--- src/rtl/phy_seq_pkg.sv ---
package phy_seq_pkg;

   typedef enum logic [2:0] {
      ST_HOLD   = 3'd0,
      ST_SETTLE = 3'd1,
      ST_IDLE   = 3'd2,
      ST_POLL   = 3'd3,
      ST_LIVE   = 3'd4,
      ST_DRAIN  = 3'd5,
      ST_FAULT  = 3'd6
   } seq_state_e;

   typedef enum logic [1:0] {
      SEL_NONE = 2'd0,
      SEL_USB  = 2'd1,
      SEL_DP   = 2'd2,
      SEL_BOTH = 2'd3
   } mux_sel_e;

   localparam int MUX_SEL_LSB   = 0;
   localparam int MUX_FLIP_BIT  = 2;
   localparam int MUX_LP_BIT    = 3;
   localparam int MUX_VALID_BIT = 4;

endpackage

--- src/rtl/seq_cnt.sv ---
module seq_cnt #(
   parameter int W      = 8,
   parameter int PERIOD = 4,
   parameter bit WRAP   = 1'b0
) (
   input  logic         clk,
   input  logic         rst_n,
   input  logic         clr,
   input  logic         en,
   output logic [W-1:0] cnt
);

   localparam logic [W-1:0] LAST = WRAP ? W'(PERIOD - 1) : {W{1'b1}};

   generate
      if (PERIOD < 1) begin : g_bad_period
         $error("seq_cnt: PERIOD must be at least 1");
      end
      if (WRAP && (PERIOD > (1 << W))) begin : g_bad_width
         $error("seq_cnt: W too narrow for PERIOD");
      end
   endgenerate

   logic [W-1:0] nxt;

   generate
      if (WRAP) begin : g_wrap
         always_comb nxt = (cnt == LAST) ? '0 : cnt + 1'b1;
      end else begin : g_sat
         always_comb nxt = (cnt == LAST) ? cnt : cnt + 1'b1;
      end
   endgenerate

   always_ff @(posedge clk or negedge rst_n) begin
      if (!rst_n)   cnt <= '0;
      else if (clr) cnt <= '0;
      else if (en)  cnt <= nxt;
   end

endmodule

--- src/rtl/seq_mux_enc.sv ---
module seq_mux_enc
   import phy_seq_pkg::*;
#(
   parameter int DW = 32
) (
   input  logic          attached,
   input  logic          flipped,
   output logic [DW-1:0] word
);

   generate
      if (DW <= MUX_VALID_BIT) begin : g_bad_dw
         $error("seq_mux_enc: DW too narrow for the mux word");
      end
   endgenerate

   mux_sel_e sel;

   always_comb begin
      sel                       = attached ? SEL_USB : SEL_NONE;
      word                      = '0;
      word[MUX_SEL_LSB +: 2]    = sel;
      word[MUX_FLIP_BIT]        = attached & flipped;
      word[MUX_LP_BIT]          = ~attached;
      word[MUX_VALID_BIT]       = 1'b1;
   end

endmodule

--- src/rtl/phy_bringup_seq.sv ---
module phy_bringup_seq
   import phy_seq_pkg::*;
#(
   parameter int            CYC_PER_US   = 50,
   parameter int            HOLD_US      = 1,
   parameter int            SETTLE_US    = 20,
   parameter int            POLL_US      = 10,
   parameter int            TIMEOUT_US   = 10000,
   parameter int            AW           = 16,
   parameter int            DW           = 32,
   parameter logic [AW-1:0] CTRL_ADDR    = AW'('h14),
   parameter logic [AW-1:0] MUX_ADDR     = AW'('h1014),
   parameter int            SRAM_RDY_BIT = 26,
   parameter int            LD_DONE_BIT  = 25
) (
   input  logic          clk,
   input  logic          rst_n,
   input  logic          init_req,
   input  logic          shut_req,
   input  logic          attach_src_present,
   input  logic          attach,
   input  logic          polarity,
   input  logic [DW-1:0] ctl_status,
   output logic          ctl_rst,
   output logic          phy_rst,
   output logic          ready,
   output logic          sram_ld_done,
   output logic          vbus_en,
   output logic          err,
   output logic          reg_we,
   output logic [AW-1:0] reg_addr,
   output logic [DW-1:0] reg_wdata
);

   localparam int HOLD_CYC   = HOLD_US * CYC_PER_US;
   localparam int SETTLE_CYC = SETTLE_US * CYC_PER_US;
   localparam int POLL_CYC   = POLL_US * CYC_PER_US;
   localparam int TMO_CYC    = TIMEOUT_US * CYC_PER_US;
   localparam int MAX_A      = (HOLD_CYC > SETTLE_CYC) ? HOLD_CYC : SETTLE_CYC;
   localparam int MAX_CYC    = (MAX_A > TMO_CYC) ? MAX_A : TMO_CYC;
   localparam int TW         = $clog2(MAX_CYC + 1);
   localparam int PW         = $clog2(POLL_CYC + 1);

   localparam logic [TW-1:0] HOLD_LAST   = TW'(HOLD_CYC - 1);
   localparam logic [TW-1:0] SETTLE_LAST = TW'(SETTLE_CYC - 1);
   localparam logic [TW-1:0] TMO_LAST    = TW'(TMO_CYC - 1);
   localparam logic [DW-1:0] LD_MASK     = DW'(1) << LD_DONE_BIT;

   generate
      if (CYC_PER_US < 1 || HOLD_US < 1 || SETTLE_US < 1 || POLL_US < 1) begin : g_bad_time
         $error("phy_bringup_seq: timing parameters must be at least 1");
      end
      if (TIMEOUT_US < POLL_US) begin : g_bad_tmo
         $error("phy_bringup_seq: timeout shorter than poll interval");
      end
      if (SRAM_RDY_BIT >= DW || LD_DONE_BIT >= DW || SRAM_RDY_BIT == LD_DONE_BIT) begin : g_bad_bits
         $error("phy_bringup_seq: status bit positions invalid");
      end
      if (CTRL_ADDR == MUX_ADDR) begin : g_bad_addr
         $error("phy_bringup_seq: register addresses must differ");
      end
   endgenerate

   seq_state_e st, st_n;

   logic [TW-1:0] ph_t;
   logic [PW-1:0] pl_t;
   logic          poll_hit;
   logic          eff_att, eff_flip;
   logic          linked;
   logic          relink;
   logic [DW-1:0] live_word, off_word;

   logic          we_q, vbus_q, ld_q, err_q;
   logic [AW-1:0] addr_q;
   logic [DW-1:0] data_q;

   // phase timer: cleared on every state change, saturates
   seq_cnt #(.W(TW), .PERIOD(MAX_CYC), .WRAP(1'b0)) u_phase (
      .clk  (clk),
      .rst_n(rst_n),
      .clr  (st_n != st),
      .en   (1'b1),
      .cnt  (ph_t)
   );

   // poll grid: restarts on entry to polling, wraps every poll interval
   seq_cnt #(.W(PW), .PERIOD(POLL_CYC), .WRAP(1'b1)) u_poll (
      .clk  (clk),
      .rst_n(rst_n),
      .clr  (st != ST_POLL),
      .en   (1'b1),
      .cnt  (pl_t)
   );

   assign eff_att  = attach_src_present ? attach   : 1'b1;
   assign eff_flip = attach_src_present ? polarity : 1'b0;

   seq_mux_enc #(.DW(DW)) u_enc_live (
      .attached(eff_att),
      .flipped (eff_flip),
      .word    (live_word)
   );

   seq_mux_enc #(.DW(DW)) u_enc_off (
      .attached(1'b0),
      .flipped (1'b0),
      .word    (off_word)
   );

   assign poll_hit = (st == ST_POLL) && (pl_t == '0) && ctl_status[SRAM_RDY_BIT];
   assign relink   = (st == ST_LIVE) && !shut_req && (eff_att != linked);

   always_comb begin
      st_n = st;
      unique case (st)
         ST_HOLD:   if (ph_t == HOLD_LAST)   st_n = ST_SETTLE;
         ST_SETTLE: if (ph_t == SETTLE_LAST) st_n = ST_IDLE;
         ST_IDLE:   if (init_req)            st_n = ST_POLL;
         ST_POLL: begin
            if (poll_hit)                st_n = ST_LIVE;
            else if (ph_t == TMO_LAST)   st_n = ST_FAULT;
         end
         ST_LIVE:   if (shut_req)            st_n = ST_DRAIN;
         ST_DRAIN:                           st_n = ST_IDLE;
         ST_FAULT:  if (init_req)            st_n = ST_POLL;
         default:                            st_n = ST_HOLD;
      endcase
   end

   always_ff @(posedge clk or negedge rst_n) begin
      if (!rst_n) begin
         st     <= ST_HOLD;
         linked <= 1'b0;
         vbus_q <= 1'b0;
         ld_q   <= 1'b0;
         err_q  <= 1'b0;
         we_q   <= 1'b0;
         addr_q <= '0;
         data_q <= '0;
      end else begin
         st   <= st_n;
         we_q <= 1'b0;
         if (poll_hit) begin
            we_q   <= 1'b1;
            addr_q <= CTRL_ADDR;
            data_q <= ctl_status | LD_MASK;
            ld_q   <= 1'b1;
         end
         if (st == ST_POLL && st_n == ST_FAULT) err_q <= 1'b1;
         if (st == ST_FAULT && init_req)        err_q <= 1'b0;
         if (st == ST_LIVE && shut_req) begin
            we_q   <= 1'b1;
            addr_q <= MUX_ADDR;
            data_q <= off_word;
            vbus_q <= 1'b0;
            linked <= 1'b0;
         end else if (relink) begin
            we_q   <= 1'b1;
            addr_q <= MUX_ADDR;
            data_q <= live_word;
            vbus_q <= eff_att;
            linked <= eff_att;
         end
         if (st == ST_DRAIN) ld_q <= 1'b0;
      end
   end

   assign ctl_rst      = (st == ST_HOLD);
   assign phy_rst      = (st == ST_HOLD) || (st == ST_SETTLE) || (st == ST_IDLE);
   assign ready        = !((st == ST_HOLD) || (st == ST_SETTLE));
   assign sram_ld_done = ld_q;
   assign vbus_en      = vbus_q;
   assign err          = err_q;
   assign reg_we       = we_q;
   assign reg_addr     = addr_q;
   assign reg_wdata    = data_q;

endmodule

--- config.mk ---
export PLATFORM = sky130hd
export DESIGN_NAME = phy_bringup_seq
export DESIGN_NICKNAME = d
export VERILOG_FILES = /design/src/rtl/phy_seq_pkg.sv /design/src/rtl/seq_cnt.sv /design/src/rtl/seq_mux_enc.sv /design/src/rtl/phy_bringup_seq.sv
export SDC_FILE = /design/constraint.sdc
export NUM_CORES = 1
export LEC_CHECK = 0
export BUFFER_PORTS_ARGS = -buffer_cell sky130_fd_sc_hd__buf_2
export CAP_MARGIN = 20
export CORE_MARGIN = 2
export CORE_UTILIZATION = 30
export DETAILED_ROUTE_END_ITERATION = 10
export HOLD_SLACK_MARGIN = 0.02
export PLACE_DENSITY_LB_ADDON = 0.12
export SYNTH_ARGS = -nofsm -noshare
export SYNTH_HDL_FRONTEND = slang
export SYNTH_SLANG_ARGS = --single-unit
export TNS_END_PERCENT = 1
--- constraint.sdc ---
create_clock -name clk -period 2.1 [get_ports clk]
set_clock_uncertainty 0.1 [all_clocks]
set_input_delay 0.21 -clock clk [delete_from_list [all_inputs] [get_ports clk]]
set_output_delay 0.21 -clock clk [all_outputs]
set_load 0.01 [all_outputs]
==> results.cfg <==
[worst_setup_path]
setup.worst_path.class = flip-flop to flip-flop
worstPathRequired_ps = 2210
critPathArrivalTime_ps = 2050
cp-start-kind = flip-flop
cp-end-kind = flip-flop
timing.rr.end = u_phase.cnt[10]
cp_max_fo = 19
rr_startpoint = u_phase.cnt[7]
reg2reg_depth = 6
rrSetupSlack_ps = 170

[cts]
root_buffer = clkbuf_16
clk_latency_ps = 330
h-tree-depth = 3
cts-buffers-inserted = 9
clockBufferDepth = 2
cts_tree = built
clk_pin_slew_ps = 50
cts_sinks = 69

[grt]
grt_pass1_wl_mm = 14.7
grt_max_degree = 70
grtUsageTotal_pct = 14.7
antenna_found_initial = 0
grt_pass1_vias = 2934
grt_overflow = 0

[floorplanning]
initial_core_util_pct = 30.4
placement_rows = 39
dieHeight_microns = 111
die_area_sq_um = 12300
core-area_sq_um = 11300
io_pins = 94
die_width_microns = 111

[detailed_routing]
wl_per_cell_microns = 13.3
drt_iter0_markers = 183
drtPass1Iterations = 4
num_vias = 2995
drc = 0
routed_wl_mm = 8.56
via_per_inst = 4.65
ant_nets = 0

[logic_synthesis]
ys_ff_latch = 69
yosysSeqAreaShare_pct = 50.2
synth.distinct_cells = 52
synth_top_flop_cell = dfrtp_1
async_reset_ff_share_pct = 100
syn_avg_cell_area_sq_um = 9.27
yosys_warnings = 0
postSynthCellCount = 371
syn-cell-area_sq_um = 3440
synth_enable_flop_cells = 0

[timing]
period_needed_ps = 1930
setup_tns_ps = 0
fin_crit_sh_pct = 92.1
final_hold_viol_count = 0
setup_viol = 0
grt_setup_unrepaired = no
slew_violations = 0
max_freq_mhz = 517
worstMarginPinSlew_ps = 563
layout_setup_ws_ps = 165
slew_headroom_pct = 62.2

[placed_design]
io_buffers = 79
dp_hpwl_mm = 5.82
gp_congestion = 0.761
placed_cells_incl_taps = 601
dpl_worst_slack_ps = 102

[layout]
drive_gt1_share_pct = 27.9
final_cells = 644
layout_commonest_cell = buf_2
nFillCells = 1179
area_growth_pct = 36.6
final_cell_mix = buf_2, nand2_1, dfrtp_1
antenna_cells = 0
nets = 540

[outcome]
status = finished, final reports clean

[pwr]
p_leak_uw = 0.00230
power_per_cell_area_nw_per_um2 = 1020
p_total_uw = 4790
peakVddDrop_v = 0.000631

[worst_hold_path]
hp-class = input pin to flip-flop
min_to = vbus_en
hold_start = shut_req
min_delay_path_depth = 2

[flow_run]
maxCapViolCount = 0
-- per-stage QoR --
stage,cell area [sq um],util (%),hold WS (ps)
3_5_place_dp,4110,36.3,170
6_report,4700,41.5,34.2
2_1_floorplan,3480,-,-186
5_1_grt,4700,41.5,40.0
3_3_place_gp,4110,36.3,173
4_1_cts,4650,41.1,20.3
-- repair_timing --
action,in CTS,in global routing
setup buffers,0,1
setup endpoints to repair,0,19
hold endpoints to repair,95,0
gates resized for setup,0,7
hold buffers,27,0
-- Yosys cell counts, types with 2 or more instances --
master    number  area (sq um)
clkbuf_1       8          30.0
nand3_1       41           205
a21oi_1        7          35.0
o21a_1         4          30.0
nand4_1        7          43.8
nor3_1         7          35.0
or2_2          2          12.5
a211oi_1       7          52.6
nor2b_1        2          12.5
and3_1         5          31.3
ha_1           4          50.1
a21o_1         2          15.0
nand3b_1       5          37.5
xor2_1         3          26.3
dfrtp_1       69          1730
buf_2          5          25.0
xnor2_1       19           166
nand2_1       73           274
nor4_1         5          31.3
o31ai_1        2          15.0
a31oi_1        5          31.3
nor2_1        32           120
inv_1          7          26.3
nor3b_1        2          15.0
o21ai_0        6          30.0
or3_1          2          12.5
buf_4         15           113
-- cell type report --
cell class | instances | area, sq um | share of cell area (%)
inverter | 7 | 26.3 | 0.559
clock inverter | 5 | 27.5 | 0.586
timing repair buffer | 134 | 926 | 19.7
multi-input combinational | 276 | 1570 | 33.5
sequential | 69 | 1730 | 36.8
tap | 143 | 179 | 3.81
clock buffer | 10 | 239 | 5.09
-- critical path: stages, from the launching register on --
cell	delay, ps
dfrtp_1	440
nor3_2	230
nand4_1	140
or4_4	570
nand4bb_4	120
buf_12	150
nor3_1	60
-- metal layers --
metal  vias to the layer above  wire (microns)  part of all wire (%)  global-route usage (%)
li1                       1501               -                     -                       -
met1                      1423            4030                    47                    19.5
met2                        63            4060                    47                    23.5
met3                         8             368                   4.3                    3.83
met4                         0              99                   1.2                    4.94
met5                         -               0                     0                       0
-- registers in the layout, summed over array words and instances, names as in the netlist --
register and cells:
reg_we 1, err 1, reg_wdata 32, u_poll.cnt 9, sram_ld_done 1, reg_addr 2, u_phase.cnt 19, vbus_en 1
st 3
-- how the worst max path moves through the flow --
stage | slack (ps) | endpoint | start
after floorplan | 150 | u_phase.cnt[9] | u_phase.cnt[9]
after global placement | 110 | u_phase.cnt[10] | u_phase.cnt[3]
after detailed placement | 100 | u_phase.cnt[10] | u_phase.cnt[3]
after CTS | 90 | u_phase.cnt[10] | u_phase.cnt[3]
after global routing | 30 | u_phase.cnt[17] | u_phase.cnt[12]
final | 170 | u_phase.cnt[10] | u_phase.cnt[7]
-- cells by family (layout without fill, tap and decap cells) --
kind of cell | Yosys count | after routing | share of synthesized area [%]
buffers and inverters | 38 | 156 | 6.66
flip-flops | 69 | 69 | 50.2
AND/OR/NAND/NOR | 196 | 196 | 27.8
multiplexers | 1 | 1 | 0.291
XOR/XNOR | 22 | 22 | 5.60
AO/OA/AOI/OAI | 40 | 40 | 7.86
adder cells (fa/ha/maj) | 4 | 4 | 1.46
other | 1 | 13 | 0.109
-- power breakdown --
part           switching [uW]  leakage [uW]  internal (uW)
registers                 217      0.000903           1690
clock network             559      0.000134            815
logic                     797       0.00126            717
total                    1570       0.00230           3220
Power figures use the tool's default switching activity.
